File: src/rtl/rxsrc_pkg.sv
package rxsrc_pkg;

   localparam int MODE_W   = 3;
   localparam int LOOP_BIT = 0;
   localparam int CNT_BIT  = 1;
   localparam int WIDE_BIT = 2;

   typedef enum logic [1:0] {
      SRC_CONV       = 2'd0,
      SRC_LOOP       = 2'd1,
      SRC_CNT_NARROW = 2'd2,
      SRC_CNT_WIDE   = 2'd3
   } src_sel_e;

   // Counting outranks loopback; the wide flag only matters with counting.
   function automatic src_sel_e pick_src(input logic [MODE_W-1:0] mode, input bit wide_ok);
      src_sel_e r;
      if (mode[CNT_BIT]) begin
         r = (wide_ok && mode[WIDE_BIT]) ? SRC_CNT_WIDE : SRC_CNT_NARROW;
      end else if (mode[LOOP_BIT]) begin
         r = SRC_LOOP;
      end else begin
         r = SRC_CONV;
      end
      return r;
   endfunction

endpackage

File: src/rtl/rxsrc_rate_div.sv
module rxsrc_rate_div #(
   parameter int DIV_W = 8
) (
   input  logic             clk,
   input  logic             rst_n,
   input  logic             run,
   input  logic             clr,
   input  logic [DIV_W-1:0] div,
   output logic             tick
);
   localparam logic [DIV_W-1:0] MIN_DIV = DIV_W'(2);

   logic [DIV_W-1:0] phase;
   logic [DIV_W-1:0] eff_div;
   logic [DIV_W-1:0] last_phase;

   initial assert (DIV_W >= 2) else $error("rxsrc_rate_div: DIV_W must be at least 2");

   always_comb begin
      eff_div    = (div < MIN_DIV) ? MIN_DIV : div;
      last_phase = eff_div - DIV_W'(1);
      tick       = run && !clr && (phase >= last_phase);
   end

   always_ff @(posedge clk or negedge rst_n) begin
      if (!rst_n) begin
         phase <= '0;
      end else if (clr || !run) begin
         phase <= '0;
      end else if (tick) begin
         phase <= '0;
      end else begin
         phase <= phase + DIV_W'(1);
      end
   end

   // The divide value is at least 2, so two strobes never land on adjacent cycles.
   p_tick_gap_r6: assert property (@(posedge clk) disable iff (!rst_n)
      tick |=> !tick);

   // A stopped or cleared divider starts over from phase zero.
   p_phase_restart_r9: assert property (@(posedge clk) disable iff (!rst_n)
      (clr || !run) |=> (phase == '0));

endmodule

File: src/rtl/rxsrc_pattern_cnt.sv
module rxsrc_pattern_cnt #(
   parameter int SAMPLE_W = 16,
   parameter bit WIDE_EN  = 1'b1
) (
   input  logic                  clk,
   input  logic                  rst_n,
   input  logic                  clr,
   input  logic                  step,
   output logic [2*SAMPLE_W-1:0] value
);
   localparam int CNT_W = WIDE_EN ? 2*SAMPLE_W : SAMPLE_W;

   logic [CNT_W-1:0] cnt;

   initial assert (SAMPLE_W >= 2) else $error("rxsrc_pattern_cnt: SAMPLE_W must be at least 2");

   always_ff @(posedge clk or negedge rst_n) begin
      if (!rst_n) begin
         cnt <= '0;
      end else if (clr) begin
         cnt <= '0;
      end else if (step) begin
         cnt <= cnt + CNT_W'(1);
      end
   end

   generate
      if (WIDE_EN) begin : g_wide
         assign value = cnt;
      end else begin : g_narrow
         assign value = {{SAMPLE_W{1'b0}}, cnt};
      end
   endgenerate

   p_cnt_clear_r9: assert property (@(posedge clk) disable iff (!rst_n)
      clr |=> (cnt == '0));

   p_cnt_hold_r8: assert property (@(posedge clk) disable iff (!rst_n)
      (!clr && !step) |=> $stable(cnt));

   p_cnt_step_r3: assert property (@(posedge clk) disable iff (!rst_n)
      (!clr && step) |=> (cnt == $past(cnt) + CNT_W'(1)));

endmodule

File: src/rtl/rxsrc_out_stage.sv
module rxsrc_out_stage
   import rxsrc_pkg::*;
#(
   parameter int SAMPLE_W = 16
) (
   input  logic                  clk,
   input  logic                  rst_n,
   input  logic                  clr,
   input  logic                  tick,
   input  src_sel_e              sel,
   input  logic [SAMPLE_W-1:0]   adc_i,
   input  logic [SAMPLE_W-1:0]   adc_q,
   input  logic [SAMPLE_W-1:0]   tx_i,
   input  logic [SAMPLE_W-1:0]   tx_q,
   input  logic [2*SAMPLE_W-1:0] cnt,
   output logic [SAMPLE_W-1:0]   out_i,
   output logic [SAMPLE_W-1:0]   out_q,
   output logic                  out_valid
);
   logic [SAMPLE_W-1:0] nxt_i;
   logic [SAMPLE_W-1:0] nxt_q;
   logic [SAMPLE_W-1:0] cnt_lo;
   logic [SAMPLE_W-1:0] cnt_hi;

   assign cnt_lo = cnt[SAMPLE_W-1:0];
   assign cnt_hi = cnt[2*SAMPLE_W-1:SAMPLE_W];

   always_comb begin
      nxt_i = adc_i;
      nxt_q = adc_q;
      unique case (sel)
         SRC_CONV: begin
            nxt_i = adc_i;
            nxt_q = adc_q;
         end
         SRC_LOOP: begin
            nxt_i = tx_i;
            nxt_q = tx_q;
         end
         SRC_CNT_NARROW: begin
            nxt_i = cnt_lo;
            nxt_q = ~cnt_lo;
         end
         SRC_CNT_WIDE: begin
            nxt_i = cnt_lo;
            nxt_q = cnt_hi;
         end
         default: begin
            nxt_i = adc_i;
            nxt_q = adc_q;
         end
      endcase
   end

   always_ff @(posedge clk or negedge rst_n) begin
      if (!rst_n) begin
         out_i     <= '0;
         out_q     <= '0;
         out_valid <= 1'b0;
      end else if (clr) begin
         out_i     <= '0;
         out_q     <= '0;
         out_valid <= 1'b0;
      end else begin
         out_valid <= tick;
         if (tick) begin
            out_i <= nxt_i;
            out_q <= nxt_q;
         end
      end
   end

   p_valid_single_r6: assert property (@(posedge clk) disable iff (!rst_n)
      out_valid |=> !out_valid);

   p_hold_between_r6: assert property (@(posedge clk) disable iff (!rst_n)
      (!tick && !clr) |=> ($stable(out_i) && $stable(out_q)));

   p_narrow_inv_r3: assert property (@(posedge clk) disable iff (!rst_n)
      (tick && !clr && sel == SRC_CNT_NARROW) |=> (out_q == ~out_i));

endmodule

File: src/rtl/rxsrc_select.sv
module rxsrc_select
   import rxsrc_pkg::*;
#(
   parameter int SAMPLE_W = 16,
   parameter int DIV_W    = 8,
   parameter bit WIDE_EN  = 1'b1
) (
   input  logic                clk,
   input  logic                rst_n,
   input  logic                rx_en,
   input  logic                rx_rst,
   input  logic [MODE_W-1:0]   mode_word,
   input  logic [DIV_W-1:0]    rate_div,
   input  logic [SAMPLE_W-1:0] adc_i,
   input  logic [SAMPLE_W-1:0] adc_q,
   input  logic [SAMPLE_W-1:0] tx_i,
   input  logic [SAMPLE_W-1:0] tx_q,
   output logic [SAMPLE_W-1:0] out_i,
   output logic [SAMPLE_W-1:0] out_q,
   output logic                out_valid
);
   logic                  run;
   logic                  tick;
   src_sel_e              sel;
   logic [2*SAMPLE_W-1:0] cnt_val;

   assign run = rx_en && !rx_rst;
   assign sel = pick_src(mode_word, WIDE_EN);

   rxsrc_rate_div #(.DIV_W(DIV_W)) u_div (
      .clk   (clk),
      .rst_n (rst_n),
      .run   (run),
      .clr   (rx_rst),
      .div   (rate_div),
      .tick  (tick)
   );

   rxsrc_pattern_cnt #(.SAMPLE_W(SAMPLE_W), .WIDE_EN(WIDE_EN)) u_cnt (
      .clk   (clk),
      .rst_n (rst_n),
      .clr   (rx_rst),
      .step  (tick),
      .value (cnt_val)
   );

   rxsrc_out_stage #(.SAMPLE_W(SAMPLE_W)) u_out (
      .clk       (clk),
      .rst_n     (rst_n),
      .clr       (rx_rst),
      .tick      (tick),
      .sel       (sel),
      .adc_i     (adc_i),
      .adc_q     (adc_q),
      .tx_i      (tx_i),
      .tx_q      (tx_q),
      .cnt       (cnt_val),
      .out_i     (out_i),
      .out_q     (out_q),
      .out_valid (out_valid)
   );

   p_valid_needs_en_r8: assert property (@(posedge clk) disable iff (!rst_n)
      out_valid |-> $past(rx_en));

   p_no_valid_in_reset_r9: assert property (@(posedge clk) disable iff (!rst_n)
      rx_rst |=> !out_valid);

   p_loopback_r2: assert property (@(posedge clk) disable iff (!rst_n)
      (tick && !rx_rst && mode_word[CNT_BIT] == 1'b0 && mode_word[LOOP_BIT])
         |=> (out_i == $past(tx_i) && out_q == $past(tx_q)));

   p_passthru_r1: assert property (@(posedge clk) disable iff (!rst_n)
      (tick && !rx_rst && mode_word[CNT_BIT] == 1'b0 && mode_word[LOOP_BIT] == 1'b0)
         |=> (out_i == $past(adc_i) && out_q == $past(adc_q)));

endmodule

File: config.mk
export PLATFORM = sky130hd
export DESIGN_NAME = rxsrc_select
export DESIGN_NICKNAME = d
export VERILOG_FILES = /design/src/rtl/rxsrc_pkg.sv /design/src/rtl/rxsrc_rate_div.sv /design/src/rtl/rxsrc_pattern_cnt.sv /design/src/rtl/rxsrc_out_stage.sv /design/src/rtl/rxsrc_select.sv
export SDC_FILE = /design/constraint.sdc
export NUM_CORES = 1
export LEC_CHECK = 0
export BUFFER_PORTS_ARGS = -buffer_cell sky130_fd_sc_hd__buf_2
export CORE_ASPECT_RATIO = 0.8
export CORE_UTILIZATION = 30
export CTS_CLUSTER_DIAMETER = 30
export CTS_CLUSTER_SIZE = 30
export DETAILED_ROUTE_END_ITERATION = 10
export PLACE_DENSITY = 0.53
export SYNTH_ARGS = -nofsm -noshare
export SYNTH_HDL_FRONTEND = slang
export SYNTH_SLANG_ARGS = --single-unit
File: constraint.sdc
create_clock -name clk -period 3 [get_ports clk]
set_input_delay 0.3 -clock clk [delete_from_list [all_inputs] [get_ports clk]]
set_output_delay 0.3 -clock clk [all_outputs]
set_load 0.02 [all_outputs]
; After elaboration in Yosys (flattened, before gate mapping)
; Index checks and enable logic that the tools add are counted.
[classes]
add_sub_neg = 3
magnitude_cmp = 2
n_mux = 15
bitwise = 1
eq_ne = 3
reduce_logical = 9
[ops]
columns = operator, count
row1 = two-way mux 16 bit, 4
row2 = two-way mux 32 bit, 2
row3 = case mux 16 bit (4 select lines), 1
row4 = case mux 16 bit (3 select lines), 1
row5 = adder 32 x 1 -> 32 bit (second input constant), 1
row6 = two-way mux 8 bit, 3
row7 = inverter 16 bit, 1
row8 = adder 8 x 1 -> 8 bit (second input constant), 1
row9 = >= comparator 8 bit, 1
row10 = < comparator 8 x 2 -> 1 bit (second input constant), 1
row11 = subtractor 8 x 1 -> 8 bit (second input constant), 1
row12 = equality test 2 bit (second input constant), 2
row13 = logical AND 1 bit, 3
row14 = two-way mux 1 bit, 3
row15 = equality test 2 x 1 -> 1 bit (second input constant), 1
row16 = logical NOT 1 bit, 2
row17 = logical NOT 2 bit, 1
row18 = two-way mux 2 bit, 1
row19 = nonzero test 2 bit, 1
row20 = OR reduction 2 bit, 1
row21 = logical OR 1 bit, 1
[totals]
register_bits = 73
input_bits = 79
word_cells = 38

; Longest topological paths before layout
; Gate-level depths: netlist of the first run.
[depth]
depth_word = 7
ltp_mapped = 15

; Cells and area by module
; From an unflattened synthesis of the first run, not the netlist that was laid out.
[unflattened]
hier_cells = 467
hier_area_um2 = 4312.9
[modules_own_cells]
columns = module, seq_area_each_um2, area_each_um2, instances, cells_per_inst
row1 = rxsrc_out_stage, 825.8, 1956.9, 1, 216
row2 = rxsrc_pattern_cnt, 800.8, 1680.4, 1, 176
row3 = rxsrc_rate_div, 200.2, 654.4, 1, 73
row4 = rxsrc_select, 0.0, 21.3, 1, 2

; Worst setup path after synthesis of the first run
; No wires, ideal clock.
[synth_timing]
path_type = input -> register
startpoint = input rate_div[4]
endpoint = register u_cnt.cnt[6], in the netlist u_cnt.value[6]
n_path_buf = 1
path_slack_ps = -411
setup_ps = 125
stages = 13
t_arrival_ps = 3287
cell_sequence = or3_1 or3_1 o31ai_1 ha_1 nand2_1 xor2_1 ha_1 nand2_1 a211o_1 o21a_2 buf_2 nor4_1 mux2_2
[synth_between]
elab_chain_cells = 6
[synth_rtl]
columns = element, line
row1 = start: declaration, rxsrc_select.sv:13  ; input logic [DIV_W-1:0] rate_div,
row2 = < comparator 8 x 2 -> 1 bit, rxsrc_rate_div.sv:20  ; eff_div = (div < MIN_DIV) ? MIN_DIV : div;
row3 = two-way mux 8 bit (*), rxsrc_rate_div.sv:20
row4 = subtractor 8 x 1 -> 8 bit (*), rxsrc_rate_div.sv:21  ; last_phase = eff_div - DIV_W'(1);
row5 = >= comparator 8 bit (*), rxsrc_rate_div.sv:22  ; tick = run && !clr && (phase >= last_phase);
row6 = logical AND 1 bit (*), rxsrc_rate_div.sv:22
row7 = nonzero test 2 bit (no source line) (*), -
row8 = end signal: assignment, rxsrc_pattern_cnt.sv:23  ; cnt <= cnt + CNT_W'(1);
row9 = end: declaration, rxsrc_pattern_cnt.sv:13  ; logic [CNT_W-1:0] cnt;
; Every way passes the cells marked *; elsewhere a longest branch is shown, timed or not.
; A chain may end at the register's enable or synchronous reset.

; Worst setup path after layout of the first run
[layout_timing]
startpoint = input rate_div[4]
endpoint = register u_cnt.cnt[26], in the netlist u_cnt.value[26]
; The elaborated chain is that of the path after synthesis.

==> results.yml, run 1 <==
worst_setup_path:
  worstPathMaxFanout: 10
  r2r_setup_slack_ns: 0.43
  crit_path_end: "u_cnt.value[26]$_DFFE_PN0P_"
  cp.required_ns: 3.26
  cp.arrival_ns: 3.45
  startpoint: "rate_div[4]"
  cp-end-kind: "register"
  r2r_cells: 9
  rr_endpoint: "u_out.out_q[13]$_DFFE_PN0P_"
  cp-start-kind: "primary input"
  crit_type: "in -> reg"
  rr_startpoint: "u_div.phase[0]$_DFF_PN0_"
worst_hold_path:
  holdCritPathClass: "in -> async"
cts:
  cts-root-buf: "clkbuf_16"
  clkLatencyLatePin_ns: 0.34
  clkTransAtPathRegs_ns: 0.05
  cts_num_sinks: 73
  cts_tree: "done"
  clk_path_buf_depth: 2
  cts_buffers: 9
  cts_hold_buf: 0
  ctsHtreeMaxLevel: 3
sta:
  rsz0062_at_grt: "true"
  finalSetupViolCount: 63
  max_freq_mhz: 313
  min_period_over_period_pct: 107
  finalCriticalPeriod_ns: 3.20
  whs_ns: 0.120
  slew_viol_final: 0
  setup_tns_ns: -6.26
  slew_headroom_pct: 34.3
  skew_ns: 0.0105
  worst_slack_ns: -0.197
  worst_pin_slew_ns: 0.985
  hold_viol: 0
global_routing:
  grt_use_met2_pct: 30.8
  antenna_found_initial: 0
  top_usage_layer: "met2"
  grt_use_total_pct: 19.9
  grt_overflow: 0
  grt_util_met1_pct: 28.5
  gr-usage-met3_pct: 4.64
  grt_max_degree: 74
  first_global_vias: 4506
  grt_first_pass_wirelength_um: 24700
cells_and_area:
  fin_area_um2: 6620
  drive_above_1_share_pct: 40.6
  final_nets: 749
  final_core_util_pct: 43.5
  fin_cells: 873
  synthToLayoutAreaGrowth_pct: 39.4
  n_antenna_cell: 0
synth:
  ys_warn_count: 0
  synth_fa_ha_area_share_pct: 2.90
  synth.distinct_cells: 43
  ys_async_sr_fraction_pct: 100
  yosys-mux-area-fraction_pct: 11.2
  netlist_area_um2: 4750
  synth-xor-area-share_pct: 2.03
  syn_inst: 525
  synth_compound_area_share_pct: 15.2
  synth_edf_count: 0
  seq_area_frac_synth_pct: 38.5
  ys_ff_latch: 73
  synth_top_family_by_area: "simple AND/OR/NAND/NOR gates"
  synthSimpleGateAreaFrac_pct: 24.7
  synth_fp_nets: 615
  ys.flop_type: "dfrtp_1"
  synth.avg_cell_area_um2: 9.05
placed_design:
  io_buffer_count: 111
  place_congestion: 0.876
  pre_cts_ws_ns: -0.889
  hpwlAfterDp_um: 9730
  place_area_um2: 5690
  placed_cells: 833
floorplan:
  ioPinCount: 112
  dieArea_um2: 16300
  core_um2: 15200
  fp.dieH_um: 115
  initial_core_util_pct: 31.2
  die-width_um: 143
  num_rows: 40
power_and_ir_drop:
  p_per_area_nw_per_um2: 370
  report.power.total_mw: 2.45
  p_leak_nw: 2.94
  irDropWorstVdd_uv: 241
detailed_routing:
  wl_um: 15900
  drc: 0
  antenna_left: 0
  vias: 4702
  drt-initial-drc-count: 359
  detail_route.wl_per_cell_um: 18.2
  vias_per_cell: 5.39
  dr.pass1.iters: 5
outcome:
  failed_checks: "negative setup slack"
  status: "finished with violations"
run:
  drv_cap: 0
==> registers in the layout, summed over array words and instances (netlist names) <==
| name | cells |
|---|---|
| u_out.out_valid | 1 |
| u_out.out_i | 16 |
| u_cnt.value | 32 |
| u_div.phase | 8 |
| u_out.out_q | 16 |
==> report_power, final <==
| part | internal, mW | leakage [nW] | switching (mW) |
|---|---|---|---|
| combinational | 0.133 | 1.77 | 0.163 |
| clock | 0.744 | 0.151 | 0.420 |
| sequential | 0.987 | 1.02 | 0.00319 |
| total | 1.87 | 2.94 | 0.586 |
==> layout make-up <==
cell class,instances,area [µm²]
fill,1520,8590
sequential,73,1830
clock buffer,10,239
inverter,21,78.8
timing repair buffer,158,1130
clock inverter,5,80.1
multi-input combinational,396,3010
tap,210,263
==> routing by layer <==
metal,up-vias,part of all wire [%]
li1,2209,-
met1,2297,47
met2,180,45
met3,16,7.4
met4,0,0.84
met5,-,0
==> what timing repair did <==
item | in CTS | in global routing
gates cloned | 10 | 1
resized for setup | 74 | 38
endpoints found under the setup margin | 63 | 64
buffers inserted | 10 | 6
pin swaps | 31 | 18
==> how the worst min path moves through the flow <==
stage / end / startpoint / slack [ns] / cells after the start
after CTS: u_out.out_q[14]$_DFFE_PN0P_ / rst_n / 0.17 / 1
after detailed placement: u_cnt.value[31]$_DFFE_PN0P_ / u_cnt.value[31]$_DFFE_PN0P_ / 0.47 / 1
after global routing: u_out.out_q[13]$_DFFE_PN0P_ / rst_n / 0.20 / 1
after floorplan: u_cnt.value[0]$_DFFE_PN0P_ / rst_n / 0.004 / 0
final: u_out.out_q[13]$_DFFE_PN0P_ / rst_n / 0.12 / 1
after global placement: u_cnt.value[31]$_DFFE_PN0P_ / u_cnt.value[31]$_DFFE_PN0P_ / 0.47 / 1
==> placed cells by master (no fill, tap or decap), types with 8 or more instances in the layout <==
cell type,netlist,layout
nor2_1,38,34
nand4_1,16,16
buf_6,3,14
or4_1,11,8
nand2_1,29,25
ha_1,11,8
mux2_2,17,16
buf_4,0,25
o21ai_2,0,12
o21ai_0,65,32
o31ai_1,14,13
inv_1,21,20
a21oi_1,44,39
clkbuf_16,0,10
dfrtp_1,73,73
or3_1,15,11
buf_2,4,108
or4b_2,20,16
or4b_1,12,12
o21ai_1,1,22
nand3_1,16,16
mux2i_1,34,34
==> synthesized netlist by cell type, types with 10 or more instances <==
master / n / area [µm²]
a21oi_1: 44 / 220
clkbuf_1: 29 / 109
dfrtp_1: 73 / 1830
ha_1: 11 / 138
inv_1: 21 / 78.8
mux2_2: 17 / 191
mux2i_1: 34 / 340
nand2_1: 29 / 109
nand3_1: 16 / 80.1
nand4_1: 16 / 100
nor2_1: 38 / 143
nor3_1: 10 / 50.1
o21ai_0: 65 / 325
o31ai_1: 14 / 105
or3_1: 15 / 93.8
or4_1: 11 / 82.6
or4b_1: 12 / 120
or4b_2: 20 / 200
==> critical path: stages <==
cell	delay, ns
buf_6	0.09
or3_4	0.38
or3_4	0.35
o31ai_4	0.26
ha_4	0.21
nand2_2	0.05
xor2_1	0.14
ha_1	0.27
nand2_1	0.05
a211o_1	0.30
o21a_4	0.25
buf_12	0.15
or4_4	0.51
a21oi_2	0.14
==> cells by family after synthesis <==
family          Yosys count
simple gates            189
compound gates          130
flops                    73
buf+inv                  60
mux                      51
xor+xnor                 11
fa+ha+maj                11
Note: power is estimated with default switching activity, not from simulation.
==> run 2: changes to the inputs <==
==> constraint.sdc (replaced) <==
create_clock -name clk -period 3 [get_ports clk]
set_input_delay 0.15 -clock clk [delete_from_list [all_inputs] [get_ports clk]]
set_output_delay 0.15 -clock clk [all_outputs]
set_load 0.02 [all_outputs]
==> run 2 against run 1 <==
Largest power group is now sequential cells. Final area decreased by 5.2%. Clock-buffer cell count unchanged. The flow finishes with violations (negative hold slack, negative setup slack). Sequential share of layout area increased by 1.5 points. Combinational power decreased by 7.1%.
==> results.yml, run 2 (synthesis gave the netlist of run 1 again) <==
power_and_ir_drop:
  p_leak_nw: 2.76
  switching_share_pct: 25.7
  power.share.clock_pct: 43.4
  p_switching_mw: 0.574
  irDropWorstVdd_uv: 252
  p_comb_share_pct: 12.3
  p_per_area_nw_per_um2: 356
  p_int_mw: 1.66
  seqPwrFrac_pct: 44.3
global_routing:
  grt_first_pass_wirelength_um: 23100
  grt_overflow: 0
  grt_max_degree: 74
  antenna_found_initial: 0
  first_global_vias: 4487
  grt_use_total_pct: 18.1
sta:
  slew_headroom_pct: 29.7
  max_freq_mhz: 323
  whs_ns: -0.0326
  setup_tns_ns: -1.44
  skew_ns: 0.00587
  worst_pin_slew_ns: 1.05
  finalCriticalPeriod_ns: 3.10
  rsz0062_at_grt: "true"
  min_period_over_period_pct: 103
  hold_viol: 46
  finalSetupViolCount: 29
  slew_viol_final: 0
  worst_slack_ns: -0.100
cells_and_area:
  largest_reg_flops: 32
  final_nets: 733
  layout_commonest_cell: "buf_2"
  synthToLayoutAreaGrowth_pct: 32.2
  final_cell_mix: "buf_2, dfrtp_1, o21ai_0, nor2_1, mux2i_1"
  fin_area_um2: 6280
  drive_above_1_share_pct: 39.3
  fin_cells: 857
  n_antenna_cell: 0
placed_design:
  place_congestion: 0.870
  placed_cells: 834
  hpwlAfterDp_um: 9840
  place_area_um2: 5680
  pre_cts_ws_ns: -0.459
  io_buffer_count: 111
worst_setup_path:
  worstPathMaxFanout: 6
  cp.arrival_ns: 3.36
  cp-end-kind: "register"
  crit_type: "in -> reg"
  cp-start-kind: "primary input"
  cp.required_ns: 3.26
detailed_routing:
  drc: 0
  antenna_left: 0
  vias_per_cell: 5.29
  vias: 4534
  wl_um: 14700
  detail_route.wl_per_cell_um: 17.2
  drt-initial-drc-count: 297
  dr.pass1.iters: 4
floorplan:
  fp.dieH_um: 115
  ioPinCount: 112
  initial_core_util_pct: 31.2
  num_rows: 40
  die-width_um: 143
  dieArea_um2: 16300
  core_um2: 15200
worst_hold_path:
  holdCritPathClass: "in -> async"
cts:
  cts_buffers: 9
  cts_hold_buf: 0
  cts-root-buf: "clkbuf_16"
  clkTransAtPathRegs_ns: 0.06
  clk_path_buf_depth: 2
  cts_num_sinks: 73
  ctsHtreeMaxLevel: 3
  clkLatencyLatePin_ns: 0.34
  cts_tree: "done"
run:
  drv_cap: 0
outcome:
  failed_checks: "negative hold slack, negative setup slack"
  status: "finished with violations"
-- run 2: final cells by class --
class	count	area (µm²)
timing repair buffer	146	937
inverter	21	78.8
clock buffer	10	229
sequential	73	1830
fill	1571	8940
tap	210	263
clock inverter	5	33.8
multi-input combinational	392	2910
-- run 2: worst paths after layout --
kind,start,end,slack (ns),cells past startpoint
max,rate_div[4],u_out.out_i[1]$_DFFE_PN0P_,-0.10,16
min,rst_n,u_cnt.value[27]$_DFFE_PN0P_,-0.03,1
max reg2reg,u_div.phase[0]$_DFF_PN0_,u_out.out_i[1]$_DFFE_PN0P_,0.38,9
min reg2reg,u_cnt.value[31]$_DFFE_PN0P_,u_cnt.value[31]$_DFFE_PN0P_,0.49,1
max in group asynchronous,rst_n,u_cnt.value[12]$_DFFE_PN0P_,2.40,1
min in group clk,adc_i[10],u_out.out_i[10]$_DFFE_PN0P_,0.20,5
-- run 2: metal layers --
layer  up-vias  wire length (µm)  GRT usage (%)
met5         -                 0              0
met4         0               233           5.73
met1      2206              7150           24.9
met2       135              6570           28.2
met3        18               794           3.93
li1       2175                 -              -
-- run 2: stage by stage --
step,power [mW],utilization [%]
floorplan,1.15,-
global placement,1.26,37.3
detailed placement,1.27,37.3
CTS,2.25,39.7
global route,2.33,41.3
finish,2.24,41.3
-- run 2: power groups by stage --
stage | clock, mW | combinational [mW] | sequential, mW
after floorplan | 0 | 0.139 | 1.01
after global placement | 0 | 0.257 | 1.01
after detailed placement | 0 | 0.261 | 1.01
after CTS | 0.995 | 0.267 | 0.990
after global routing | 1.04 | 0.305 | 0.990
final | 0.972 | 0.275 | 0.990
-- run 2: critical path, stage by stage --
cell     delay, ns
buf_6         0.09
or3_4         0.38
or3_4         0.35
o31ai_4       0.21
ha_2          0.25
nand2_1       0.07
xor2_1        0.14
ha_1          0.26
nand2_1       0.09
a211o_1       0.15
buf_4         0.14
nor3_4        0.06
buf_4         0.18
buf_6         0.12
or4b_2        0.61
o21ai_1       0.09
-- run 2: what timing repair did --
item                       4_1_cts  5_1_grt
pin swaps                        5       13
setup endpoints to repair       34       67
cloned                           2        3
resized for setup               10       64
buffers inserted                 0        3
hold endpoints to repair         0        0
==> run 3: changes to the inputs <==
--- a/config.mk
+++ b/config.mk
@@ -11,7 +11,9 @@
 export CTS_CLUSTER_DIAMETER = 30
 export CTS_CLUSTER_SIZE = 30
 export DETAILED_ROUTE_END_ITERATION = 10
+export HOLD_SLACK_MARGIN = 0.03
 export PLACE_DENSITY = 0.53
+export REMOVE_ABC_BUFFERS = 1
 export SYNTH_ARGS = -nofsm -noshare
 export SYNTH_HDL_FRONTEND = slang
 export SYNTH_SLANG_ARGS = --single-unit
==> run 3 against run 2 <==
The run ends with negative setup slack left. Combinational power is 8.4% higher. Critical path depth unchanged. Clock power grew 19%. Via count is 0.99% higher. Global-route usage increased by 1.2 points. Final area increased by 6.5%. Sequential share of layout area fell by 1.8 points. Power grew 9.4%. Non-clock buffer count is 8 higher. Largest cell class unchanged. Largest power group is now the clock network.
==> results.yml, run 3 (synthesis gave the netlist of run 1 again) <==
sta:
  setup_tns_ns: -6.04
  slew_headroom_pct: 26.1
  skew_ns: 0.00377
  max_freq_mhz: 316
  slew_viol_final: 0
  worst_slack_ns: -0.165
  rsz0062_at_grt: "true"
  finalSetupViolCount: 58
  hold_viol: 0
  min_period_over_period_pct: 105
  worst_pin_slew_ns: 1.11
  whs_ns: 0.198
  finalCriticalPeriod_ns: 3.16
cts:
  clk_path_buf_depth: 2
  cts_num_sinks: 73
  ctsHtreeMaxLevel: 3
  cts_buffers: 9
  clkLatencyLatePin_ns: 0.34
  clkTransAtPathRegs_ns: 0.06
  cts_tree: "done"
  cts-root-buf: "clkbuf_16"
cells_and_area:
  final_cell_mix: "buf_2, dfrtp_1, nor2_1, mux2i_1, o21ai_0"
  layout_commonest_cell: "buf_2"
  final_nets: 744
  n_antenna_cell: 0
  synthToLayoutAreaGrowth_pct: 40.8
  drive_above_1_share_pct: 44.5
  largest_reg_flops: 32
placed_design:
  io_buffer_count: 111
  hpwlAfterDp_um: 9430
  place_congestion: 0.802
run:
  drv_cap: 0
floorplan:
  initial_core_util_pct: 31.2
  num_rows: 40
  fp.dieH_um: 115
  core_um2: 15200
  ioPinCount: 112
  die-width_um: 143
  dieArea_um2: 16300
global_routing:
  antenna_found_initial: 0
  grt_max_degree: 74
  grt_first_pass_wirelength_um: 24100
  grt_overflow: 0
  first_global_vias: 4464
  grt_use_total_pct: 19.3
detailed_routing:
  vias: 4579
  antenna_left: 0
  drc: 0
  dr.pass1.iters: 5
  detail_route.wl_per_cell_um: 18.0
  wl_um: 15600
  drt-initial-drc-count: 347
  vias_per_cell: 5.28
worst_setup_path:
  cp-start-kind: "primary input"
  crit_type: "in -> reg"
  cp.required_ns: 3.27
  worstPathMaxFanout: 7
  cp.arrival_ns: 3.43
  cp-end-kind: "register"
power_and_ir_drop:
  irDropWorstVdd_uv: 224
  p_per_area_nw_per_um2: 366
  p_leak_nw: 2.92
outcome:
  failed_checks: "negative setup slack"
  status: "finished with violations"
worst_hold_path:
  holdCritPathClass: "in -> reg"
run 3: worst paths after layout:
kind	startpoint	depth (start not counted)	endpoint	slack [ns]
max	rate_div[4]	16	u_out.out_q[0]$_DFFE_PN0P_	-0.16
min	tx_i[10]	5	u_out.out_i[10]$_DFFE_PN0P_	0.20
max reg2reg	u_div.phase[0]$_DFF_PN0_	9	u_out.out_i[1]$_DFFE_PN0P_	0.35
min reg2reg	u_div.phase[0]$_DFF_PN0_	1	u_div.phase[0]$_DFF_PN0_	0.52
max in group asynchronous	rst_n	2	u_out.out_valid$_DFF_PN0_	1.88
min in group asynchronous	rst_n	2	u_out.out_i[5]$_DFFE_PN0P_	0.52
run 3: power by group:
part,total (mW),switching (mW),internal [mW]
Combinational,0.298,0.168,0.130
Sequential,0.990,0.00264,0.987
Clock,1.16,0.414,0.746
Total,2.45,0.584,1.86
run 3: stage by stage:
step	setup WS [ns]	std cells	total power, mW	area, µm²	utilization (%)
after floorplan	-1.35	486	1.11	4570	-
after global placement	-0.498	837	1.26	5680	37.3
after detailed placement	-0.637	837	1.27	5680	37.3
after CTS	-0.0703	867	2.46	6380	42.0
after global routing	-0.268	868	2.54	6690	43.9
final	-0.165	868	2.45	6690	43.9
run 3: layout make-up:
cell class	instances	area [µm²]
multi-input cells	395	3100
repair buffers	154	1100
clock buffers	12	246
inverters	21	78.8
fillers	1499	8530
flip-flops and latches	73	1830
clock inverters	3	65.1
well taps	210	263
run 3: timing repair:
item,CTS,global route
pin swaps,26,30
setup endpoints to repair,72,72
setup buffers,6,1
gates resized for setup,50,89
endpoints found under the hold margin,68,0
gates cloned,8,1
hold buffers,1,0
run 3: critical path, stage by stage:
cell and delay (ns):
buf_6 0.09, or3_4 0.37, or3_4 0.36, o31ai_4 0.20, ha_2 0.25, nand2_2 0.06, xor2_1 0.16, ha_1 0.29
nand2_2 0.07, a211o_1 0.32, buf_6 0.14, nor3_4 0.35, buf_12 0.18, nor2_4 0.10, clkbuf_16 0.20, o21ai_1 0.13
run 3: metal layers:
metal / up-vias / share of wire [%] / global-route usage, %
li1: 2206 / - / -
met1: 2230 / 49 / 27.7
met2: 128 / 44 / 29.3
met3: 15 / 5.5 / 3.81
met4: 0 / 1.2 / 5.09
met5: - / 0 / 0
